<file path="config.mk">
export PLATFORM = sky130hd
export DESIGN_NAME = spi_fifo_master
export DESIGN_NICKNAME = d
export VERILOG_FILES = /design/src/rtl/spim_pkg.sv /design/src/rtl/spim_fifo.sv /design/src/rtl/spim_clkdiv.sv /design/src/rtl/spim_shifter.sv /design/src/rtl/spi_fifo_master.sv
export SDC_FILE = /design/constraint.sdc
export NUM_CORES = 1
export LEC_CHECK = 0
export BUFFER_PORTS_ARGS = -buffer_cell sky130_fd_sc_hd__buf_2
export CELL_PAD_IN_SITES_DETAIL_PLACEMENT = 0
export CELL_PAD_IN_SITES_GLOBAL_PLACEMENT = 1
export CORE_AREA = 4 4 133 97
export DETAILED_ROUTE_END_ITERATION = 6
export DIE_AREA = 0 0 137 101
export GPL_TIMING_DRIVEN = 0
export HOLD_SLACK_MARGIN = 0.06
export PLACE_DENSITY = 0.8
export REMOVE_ABC_BUFFERS = 1
export SLEW_MARGIN = 25
export SYNTH_ARGS = -nofsm -noshare
export SYNTH_HDL_FRONTEND = slang
export SYNTH_SLANG_ARGS = --single-unit
export TNS_END_PERCENT = 100
</file>
<file path="constraint.sdc">
create_clock -name clk -period 4.3 [get_ports clk]
set_clock_uncertainty 0.1 [all_clocks]
set_input_delay 0.215 -clock clk [delete_from_list [all_inputs] [get_ports clk]]
set_output_delay 0.215 -clock clk [all_outputs]
set_load 0.005 [all_outputs]
</file>
<file path="src/rtl/spim_pkg.sv">
package spim_pkg;

  localparam int DIV_W = 9;

  typedef struct packed {
    logic [2:0] sel;
    logic       cont;
    logic       rx_en;
    logic       tx_en;
    logic       run;
  } spim_cfg_t;

  function automatic logic [DIV_W-1:0] period_of(input logic [2:0] sel);
    logic [DIV_W-1:0] p;
    case (sel)
      3'd0:    p = 9'd2;
      3'd1:    p = 9'd3;
      3'd2:    p = 9'd4;
      3'd3:    p = 9'd8;
      3'd4:    p = 9'd16;
      3'd5:    p = 9'd64;
      default: p = 9'd256;
    endcase
    return p;
  endfunction

endpackage

</file>
<file path="src/rtl/spim_fifo.sv">
module spim_fifo #(
  parameter int W     = 8,
  parameter int DEPTH = 4
) (
  input  logic         clk,
  input  logic         rst_n,
  input  logic         clr,
  input  logic         push,
  input  logic [W-1:0] din,
  input  logic         pop,
  output logic [W-1:0] dout,
  output logic         full,
  output logic         empty
);
  localparam int AW = (DEPTH > 1) ? $clog2(DEPTH) : 1;
  localparam int CW = AW + 1;

  logic [AW-1:0]      wr_q, wr_d, rd_q, rd_d;
  logic [CW-1:0]      cnt_q, cnt_d;
  logic [DEPTH*W-1:0] flat;
  logic               push_ok, pop_ok;

  assign full    = (cnt_q == CW'(DEPTH));
  assign empty   = (cnt_q == '0);
  assign push_ok = push && !full && !clr;
  assign pop_ok  = pop && !empty && !clr;

  always_comb begin
    wr_d  = wr_q;
    rd_d  = rd_q;
    cnt_d = cnt_q;
    if (clr) begin
      wr_d  = '0;
      rd_d  = '0;
      cnt_d = '0;
    end else begin
      if (push_ok) wr_d = (wr_q == AW'(DEPTH-1)) ? '0 : wr_q + 1'b1;
      if (pop_ok)  rd_d = (rd_q == AW'(DEPTH-1)) ? '0 : rd_q + 1'b1;
      case ({push_ok, pop_ok})
        2'b10:   cnt_d = cnt_q + 1'b1;
        2'b01:   cnt_d = cnt_q - 1'b1;
        default: cnt_d = cnt_q;
      endcase
    end
  end

  always_ff @(posedge clk or negedge rst_n) begin
    if (!rst_n) begin
      wr_q  <= '0;
      rd_q  <= '0;
      cnt_q <= '0;
    end else begin
      wr_q  <= wr_d;
      rd_q  <= rd_d;
      cnt_q <= cnt_d;
    end
  end

  for (genvar i = 0; i < DEPTH; i++) begin : g_ent
    logic [W-1:0] ent_q;
    logic         ent_we;
    assign ent_we = push_ok && (wr_q == AW'(i));
    always_ff @(posedge clk) begin
      if (ent_we) ent_q <= din;
    end
    assign flat[i*W +: W] = ent_q;
  end

  assign dout = flat[rd_q*W +: W];

  p_clr_empties_r6: assert property (@(posedge clk) disable iff (!rst_n)
    clr |=> empty) else $error("fifo not empty after clear");
  p_flags_excl_r10: assert property (@(posedge clk) disable iff (!rst_n)
    !(full && empty)) else $error("fifo full and empty");
  p_full_holds_r10: assert property (@(posedge clk) disable iff (!rst_n)
    full && push && !pop && !clr |=> full) else $error("push on full changed level");

endmodule

</file>
<file path="src/rtl/spim_clkdiv.sv">
module spim_clkdiv
  import spim_pkg::*;
(
  input  logic       clk,
  input  logic       rst_n,
  input  logic       run,
  input  logic [2:0] sel,
  output logic       rise_tick,
  output logic       fall_tick
);
  logic [DIV_W-1:0] per, low_len, cnt_q, cnt_d;

  assign per     = period_of(sel);
  assign low_len = (per + 9'd1) >> 1;

  always_comb begin
    if (!run)                  cnt_d = '0;
    else if (cnt_q == per - 1) cnt_d = '0;
    else                       cnt_d = cnt_q + 1'b1;
  end

  always_ff @(posedge clk or negedge rst_n) begin
    if (!rst_n) cnt_q <= '0;
    else        cnt_q <= cnt_d;
  end

  assign rise_tick = run && (cnt_q == low_len - 1);
  assign fall_tick = run && (cnt_q == per - 1);

  p_phase_start_r3: assert property (@(posedge clk) disable iff (!rst_n)
    $rose(run) |-> cnt_q == '0) else $error("bit phase not aligned at unit start");

endmodule

</file>
<file path="src/rtl/spim_shifter.sv">
module spim_shifter #(
  parameter int UNIT_W = 8
) (
  input  logic              clk,
  input  logic              rst_n,
  input  logic              start,
  input  logic [UNIT_W-1:0] tx_word,
  input  logic              rise_tick,
  input  logic              fall_tick,
  input  logic              miso,
  output logic              busy,
  output logic              sclk,
  output logic              mosi,
  output logic              done,
  output logic [UNIT_W-1:0] rx_word
);
  localparam int BW = $clog2(UNIT_W);

  logic              busy_q, busy_d, sclk_q, sclk_d, done_q, done_d;
  logic [UNIT_W-1:0] sh_q, sh_d, rx_q, rx_d;
  logic [BW-1:0]     bit_q, bit_d;
  logic              last_bit;

  assign last_bit = (bit_q == BW'(UNIT_W-1));

  always_comb begin
    busy_d = busy_q;
    sclk_d = sclk_q;
    sh_d   = sh_q;
    rx_d   = rx_q;
    bit_d  = bit_q;
    done_d = 1'b0;
    if (!busy_q) begin
      if (start) begin
        busy_d = 1'b1;
        sh_d   = tx_word;
        bit_d  = '0;
        sclk_d = 1'b0;
      end
    end else begin
      if (rise_tick) begin
        sclk_d = 1'b1;
        rx_d   = {rx_q[UNIT_W-2:0], miso};
      end
      if (fall_tick) begin
        sclk_d = 1'b0;
        if (last_bit) begin
          busy_d = 1'b0;
          done_d = 1'b1;
        end else begin
          bit_d = bit_q + 1'b1;
          sh_d  = {sh_q[UNIT_W-2:0], 1'b1};
        end
      end
    end
  end

  always_ff @(posedge clk or negedge rst_n) begin
    if (!rst_n) begin
      busy_q <= 1'b0;
      sclk_q <= 1'b0;
      done_q <= 1'b0;
      sh_q   <= '1;
      rx_q   <= '0;
      bit_q  <= '0;
    end else begin
      busy_q <= busy_d;
      sclk_q <= sclk_d;
      done_q <= done_d;
      sh_q   <= sh_d;
      rx_q   <= rx_d;
      bit_q  <= bit_d;
    end
  end

  assign busy    = busy_q;
  assign sclk    = sclk_q;
  assign mosi    = busy_q ? sh_q[UNIT_W-1] : 1'b1;
  assign done    = done_q;
  assign rx_word = rx_q;

  p_sclk_in_frame_r2: assert property (@(posedge clk) disable iff (!rst_n)
    !busy_q |-> !sclk_q) else $error("sclk high outside a unit");
  p_done_ends_r2: assert property (@(posedge clk) disable iff (!rst_n)
    done_q |-> $fell(busy_q)) else $error("done without unit end");

endmodule

</file>
<file path="src/rtl/spi_fifo_master.sv">
module spi_fifo_master
  import spim_pkg::*;
#(
  parameter int UNIT_W = 8,
  parameter int DEPTH  = 4
) (
  input  logic              clk,
  input  logic              rst_n,
  input  logic              cfg_we,
  input  logic [7:0]        cfg_wdata,
  output logic [7:0]        cfg_rdata,
  input  logic              tx_we,
  input  logic [UNIT_W-1:0] tx_wdata,
  output logic              tx_full,
  output logic              tx_empty,
  input  logic              rx_re,
  output logic [UNIT_W-1:0] rx_rdata,
  output logic              rx_full,
  output logic              rx_empty,
  output logic              rx_overrun,
  output logic              rend_irq,
  output logic              sclk,
  output logic              mosi,
  input  logic              miso,
  output logic              cs_n
);
  spim_cfg_t         cfg_q, cfg_d;
  logic              clr_q, clr_d, cap_q, cap_d, ovr_q, ovr_d;
  logic              busy, done, rise_tick, fall_tick;
  logic              tx_go, cont_go, start, rx_push;
  logic [UNIT_W-1:0] tx_head, tx_word, rx_word;

  // control register: configuration persists, clear bit is a one-cycle pulse
  always_comb begin
    cfg_d = cfg_q;
    clr_d = 1'b0;
    if (cfg_we) begin
      cfg_d = '{sel: cfg_wdata[7:5], cont: cfg_wdata[3], rx_en: cfg_wdata[2],
                tx_en: cfg_wdata[1], run: cfg_wdata[0]};
      clr_d = cfg_wdata[4];
    end
  end

  // unit start: enables sampled only here; no start while a clear is pending
  assign tx_go   = cfg_q.tx_en && !tx_empty;
  assign cont_go = cfg_q.rx_en && cfg_q.cont;
  assign start   = cfg_q.run && !busy && !clr_q && (tx_go || cont_go);
  assign tx_word = tx_go ? tx_head : '1;
  assign cap_d   = (start && !busy) ? cfg_q.rx_en : cap_q;
  assign rx_push = done && cap_q;

  always_comb begin
    ovr_d = ovr_q;
    if (clr_q)                  ovr_d = 1'b0;
    else if (rx_push && rx_full) ovr_d = 1'b1;
  end

  always_ff @(posedge clk or negedge rst_n) begin
    if (!rst_n) begin
      cfg_q <= '0;
      clr_q <= 1'b0;
      cap_q <= 1'b0;
      ovr_q <= 1'b0;
    end else begin
      cfg_q <= cfg_d;
      clr_q <= clr_d;
      cap_q <= cap_d;
      ovr_q <= ovr_d;
    end
  end

  spim_fifo #(.W(UNIT_W), .DEPTH(DEPTH)) u_txq (
    .clk(clk), .rst_n(rst_n), .clr(clr_q),
    .push(tx_we), .din(tx_wdata),
    .pop(start && tx_go), .dout(tx_head),
    .full(tx_full), .empty(tx_empty)
  );

  spim_fifo #(.W(UNIT_W), .DEPTH(DEPTH)) u_rxq (
    .clk(clk), .rst_n(rst_n), .clr(clr_q),
    .push(rx_push), .din(rx_word),
    .pop(rx_re), .dout(rx_rdata),
    .full(rx_full), .empty(rx_empty)
  );

  spim_clkdiv u_div (
    .clk(clk), .rst_n(rst_n), .run(busy && cfg_q.run), .sel(cfg_q.sel),
    .rise_tick(rise_tick), .fall_tick(fall_tick)
  );

  spim_shifter #(.UNIT_W(UNIT_W)) u_shf (
    .clk(clk), .rst_n(rst_n), .start(start), .tx_word(tx_word),
    .rise_tick(rise_tick), .fall_tick(fall_tick), .miso(miso),
    .busy(busy), .sclk(sclk), .mosi(mosi), .done(done), .rx_word(rx_word)
  );

  assign cfg_rdata  = {cfg_q.sel, 1'b0, cfg_q.cont, cfg_q.rx_en, cfg_q.tx_en, cfg_q.run};
  assign rx_overrun = ovr_q;
  assign rend_irq   = rx_push;
  assign cs_n       = !busy;

  p_clr_single_r1: assert property (@(posedge clk) disable iff (!rst_n)
    clr_q && !cfg_we |=> !clr_q) else $error("clear pulse not self-clearing");
  p_off_idle_r4: assert property (@(posedge clk) disable iff (!rst_n)
    !cfg_q.run && cs_n |=> cs_n) else $error("unit started with clock stopped");
  p_irq_pulse_r8: assert property (@(posedge clk) disable iff (!rst_n)
    rend_irq |=> !rend_irq) else $error("receive-end longer than one cycle");
  p_ovr_sticky_r11: assert property (@(posedge clk) disable iff (!rst_n)
    rx_overrun && !clr_q |=> rx_overrun) else $error("overrun dropped without clear");

endmodule

</file>
==> Word-level counts from Yosys, hierarchy flattened <==
Index checks and enable logic that the tools add are counted.
{ "totals": {"regBits": 119, "input_bits": 22, "output_inout_bits": 25, "wordCells": 163} }
{ "op_classes": {"n_addsub": 13, "eq_ne": 25, "shifts": 2, "n_mux": 43, "reduce_logical": 51} }
{ "op_table": {"columns": ["cell", "count"], "rows": [
  ["$eq A9 B32 Y1", 2],
  ["$shiftx A32 B6 Y8", 2],
  ["$pmux W9 S6", 1],
  ["$mux W8", 5],
  ["$logic_and A1 B1 Y1", 28],
  ["$mux W2", 12],
  ["$add A9 B1 Y9 const B", 2],
  ["$mux W3", 6],
  ["$mux W9", 2],
  ["$eq A2 B2 Y1 const B", 8],
  ["$eq A3 B3 Y1 const B", 5],
  ["$mux W1", 15],
  ["$pmux W3 S2", 2],
  ["$reduce_bool A2 Y1", 6],
  ["$sub A9 B1 Y10 const B", 1],
  ["$add A3 B1 Y3 const B", 3],
  ["$logic_not A3 Y1", 3],
  ["$sub A8 B1 Y9 const B", 1],
  ["$add A2 B1 Y2 const B", 4],
  ["$eq A2 B1 Y1 const B", 4],
  ["$eq A3 B2 Y1 const B", 2],
  ["$logic_not A1 Y1", 6],
  ["$reduce_bool A3 Y1", 2],
  ["$sub A3 B1 Y3 const B", 2],
  ["7 further kinds", 10]
]} }

==> Logic depth before layout (Yosys ltp) <==
{ "logic_depth": {"depth_word": 11, "mapped_depth": 13, "ltp_nobuf": 10} }

==> By module <==
A second synthesis with hierarchy kept.
{ "hier_totals": {"cells_unflattened": 492, "area_unflattened_um2": 6168.4} }
{ "modules_own_cells": {"columns": ["mod", "instances", "cells_per_inst", "area_each_um2", "seq_area_each_um2"], "rows": [
  ["spim_fifo (u_txq)", 1, 106, 1735.4, 1136.1],
  ["spim_fifo (u_rxq)", 1, 106, 1705.4, 1136.1],
  ["spim_clkdiv", 1, 153, 1137.3, 225.2],
  ["spim_shifter", 1, 84, 1109.8, 560.5],
  ["spi_fifo_master", 1, 43, 480.5, 250.2]
]} }

==> Least setup slack after synthesis <==
Ideal clock, no wire load.
{ "synth_timing": {"path_type": "register to register", "startpoint": "register cfg_q (netlist bit cfg_rdata[6])", "endpoint": "register u_shf.rx_q[2] (netlist: u_shf.rx_word[2])", "setup_time_ns": 0.125, "arrival_time_ns": 2.824, "t_required_ns": 4.075, "setup_slack_ns": 1.251, "path_stages_with_launch": 12, "n_path_buf": 2, "synth_period_minus_slack_ns": 3.049, "path_cell_list": "dfrtp_1 -> buf_4 -> buf_6 -> nor2_1 -> nand2_1 -> ha_1 -> inv_1 -> ha_1 -> xor2_1 -> o2111ai_1 -> nor4b_4 -> mux2_2"} }
{ "synth_between": {"elab_chain_len": 7, "elab_cells_between_ends": 12, "classes_between": "add/sub (2); eq/ne (6); mux (1); reduce/logical (3)"} }
{ "synth_lines": {"columns": ["element", "line_no", "text"], "rows": [
  ["start: declaration", "spi_fifo_master.sv:27", "spim_cfg_t cfg_q, cfg_d;"],
  ["start signal: assignment", "spi_fifo_master.sv:65", "cfg_q <= cfg_d;"],
  ["$eq A3 B3 Y1, or another cell as far along", "spim_pkg.sv:15", "case (sel)"],
  ["$pmux W9 S6 *", "spim_pkg.sv:15", null],
  ["$add A9 B1 Y9 *", "spim_clkdiv.sv:14", "assign low_len = (per + 9'd1) >> 1;"],
  ["$sub A8 B1 Y9 *", "spim_clkdiv.sv:27", "assign rise_tick = run && (cnt_q == low_len - 1);"],
  ["$eq A9 B32 Y1 *", "spim_clkdiv.sv:27", null],
  ["$logic_and A1 B1 Y1 *", "spim_clkdiv.sv:27", null],
  ["$reduce_and A2 Y1 (no source line) *", null, null],
  ["end signal: assignment", "spim_shifter.sv:71", "rx_q <= rx_d;"],
  ["end: declaration", "spim_shifter.sv:20", "logic [UNIT_W-1:0] sh_q, sh_d, rx_q, rx_d;"]
]} }
Every way passes the cells marked *; elsewhere a longest branch is shown, timed or not.
A chain may end at the register's enable or synchronous reset.

==> Worst setup path in the final report <==
{ "layout_timing": {"startpoint": "register cfg_q (netlist bit cfg_rdata[6])", "endpoint": "register u_shf.rx_q[3] (netlist: u_shf.rx_word[3])"} }
Same word-level chain as after synthesis.

==> impl_metrics.tcl <==
set metrics [dict create \
    die_area_mm2 0.0138 \
    dp.cells 594 \
    worstSetupStartpointType "flip-flop" \
    setup_tns_ns 0 \
    drv_cap 0 \
    ir_drop_mv 0.327 \
    syn2layout_area_growth_pct 19.1 \
    post_cts_buffers 0 \
    fin_util_pct 57.7 \
    holdPathStages 3 \
    worst_slew_pin_slew_ns 0.703 \
    ys.flop_type "edfxtp_1" \
    max_freq_mhz 284 \
    ios 47 \
    power_frac_comb_pct 15.6 \
    path_class "reg -> reg" \
    fin_crit_sh_pct 81.7 \
    arrival_ns 3.70 \
    synth_area_leaders "edfxtp_1 (34%), dfrtp_1 (21%), mux4_2 (6.4%)" \
    hp-start "cfg_we" \
    cts_resized 0 \
    p_int_mw 2.56 \
    clkPwrFrac_pct 40.9 \
    crit_required_ns 4.49 \
    layout-drive-gt1-share_pct 24.2 \
    hold_violations 0 \
    post-route-drc-count 0 \
    rsz0062_at_grt "no" \
    drt_iter0_drc 192 \
    diodes 0 \
    grt-ovfl-total 0 \
    slew_violations 0 \
    swShare_pct 26.5 \
    root_buffer "clkbuf_16" \
    track_usage_pct 17.8 \
    place.gp.congestion 0.778 \
    startpoint "cfg_rdata[6]$_DFFE_PN0P_" \
    synth_area_mm2 0.00560 \
    p_leak_nw 2.60 \
    grt_pass1_wl_mm 18.5 \
    die_h_um 101 \
    yosysWarnings 0 \
    num_vias 3438 \
    cp-end-kind "flip-flop" \
    fin_hold_ws_ns 0.0840 \
    ctsHoldBuffers 18 \
    slew_headroom_pct 52.9 \
    synth_edf_count 64 \
    antenna_left 0 \
    final.min_clock_period_ns 3.52 \
    die_w_um 137 \
    start_util_pct 48.4 \
    vias_per_cell 5.34 \
    routedWlPerCell_um 17.1 \
    layout_common_cells "edfxtp_1 (64), dfrtp_1 (47), buf_2 (44)" \
    seqPwrFrac_pct 43.5 \
    antenna_found_initial 0 \
    placedInstanceArea_mm2 0.00588 \
    setup_viol 0 \
    grt_max_degree 56 \
    fin_nets 512 \
    cts_buffers 17 \
    yosysUniqueCellTypes 62 \
    avgSynthCellArea_um2 13.4 \
    grt_pass1_vias 3581 \
    dr.pass1.iters 4 \
    ys_seq_area_share_pct 59.1 \
    hold_class "in -> reg" \
    crit_fanout 19 \
    synthArstFlopShare_pct 46.2 \
    clk_latency_ns 0.41 \
    io_buffers 45 \
    clkTransAtPathRegs_ns 0.06 \
    r2r_cells 10 \
    hpwl_mm 7.25 \
    p_sw_mw 0.927 \
    htreeDepth 4 \
    cts_tree "built" \
    synth_top_cell_by_area "edfxtp_1" \
    final_cells 644 \
    clockBufferDepth 2 \
    cts_sinks 119 \
    num_rows 33 \
    final_area_mm2 0.00667 \
    ys_ff_latch 119 \
    p_per_area_mw_per_mm2 524 \
    synth_top_area_share_pct 34.3 \
    status "complete, no violations" \
    final_common_cell "edfxtp_1" \
    coreArea_mm2 0.0116 \
    r2r-start "cfg_rdata[6]$_DFFE_PN0P_" \
    wl_mm 11.0 \
    syn_inst 417 \
]
[final cells by class]
cell class / instances / area, um^2
Fill cell: 944 / 4890
Sequential cell: 119 / 3310
Multi-Input combinational cell: 252 / 2070
Clock buffer: 18 / 429
Timing Repair Buffer: 63 / 408
Tap cell: 157 / 196
Clock inverter: 14 / 174
Inverter: 21 / 78.8
[worst paths after layout]
check,to,slack (ns)
min in group asynchronous,u_rxq.cnt_q[0]$_DFFE_PN0P_,0.29
max in group asynchronous,cap_q$_DFFE_PN0P_,3.33
max reg2reg,u_shf.rx_word[3]$_DFFE_PN0P_,0.78
max,u_shf.rx_word[3]$_DFFE_PN0P_,0.78
min reg2reg,u_shf.sh_q[6]$_DFFE_PN1P_,0.37
min,cfg_rdata[7]$_DFFE_PN0P_,0.08
[cells by family (layout without fill, tap and decap cells)]
| group | count (synthesis) | count (layout) | synth area share [%] |
|---|---|---|---|
| DFF | 119 | 119 | 59.1 |
| and+or+nand+nor | 114 | 114 | 11.0 |
| AOI/OAI and AO/OA | 56 | 56 | 6.98 |
| buffers and inverters | 46 | 116 | 3.85 |
| muxes | 45 | 45 | 11.9 |
| xor gates and xnor gates | 19 | 19 | 2.97 |
| adders and majority gates | 17 | 17 | 4.05 |
| other | 1 | 1 | 0.0670 |
[registers in the layout, summed over array words and instances, names as in the netlist, 2 cells and up]
signal / count
cfg_rdata: 7
u_shf.bit_q: 3
u_txq.g_ent.ent_q: 32
u_shf.sh_q: 8
u_div.cnt_q: 9
u_rxq.g_ent.ent_q: 32
u_rxq.wr_q: 2
u_shf.rx_word: 8
u_txq.wr_q: 2
u_txq.cnt_q: 3
u_rxq.rd_q: 2
u_txq.rd_q: 2
u_rxq.cnt_q: 3
[through the flow]
step,power (mW),setup slack (ns)
6_report,3.49,0.785
5_1_grt,3.67,0.541
4_1_cts,3.53,0.764
3_5_place_dp,2.07,0.848
3_3_place_gp,2.04,0.852
2_1_floorplan,1.88,1.29
[Yosys cell counts (all sizes together) (2+ instances only)]
cell type	instances
nand2b	9
nor2	30
buf	12
dfrtp	47
o311ai	2
xnor2	11
mux2i	16
or3	3
nor4b	3
inv	21
xor2	8
nor3b	3
ha	14
clkbuf	13
a21oi	8
mux4	16
nand4	2
o21ai	17
o211ai	2
o22ai	7
nand3	7
mux2	13
and2	12
nor3	9
edfxtp	64
o2111ai	2
o31ai	2
nand3b	4
nor2b	9
a211oi	2
dfstp	8
fa	2
nand2	18
o21a	3
[critical path, cell delays in order (launching register included)]
cell and delay, ns:
dfrtp_1 0.60, nor2_1 0.25, nand2_1 0.08, ha_1 0.47
inv_1 0.13, ha_1 0.27, inv_1 0.07, o31a_1 0.14
o2111ai_1 0.19, nor4b_4 0.69, mux2_2 0.41
[metal layers]
metal	GRT usage [%]	vias up	share of wire, %
li1	-	1647	-
met1	24.4	1706	47
met2	28.0	69	47
met3	3.84	16	3.9
met4	6.90	0	1.7
met5	0	-	0
[power by group through the flow]
stage          clock [mW]  sequential, mW  combinational (mW)
2_1_floorplan           0            1.50               0.381
3_3_place_gp            0            1.53               0.506
3_5_place_dp            0            1.54               0.526
4_1_cts              1.45            1.52               0.553
5_1_grt              1.51            1.55               0.620
6_report             1.43            1.52               0.543
Power figures use the tool's default switching activity.
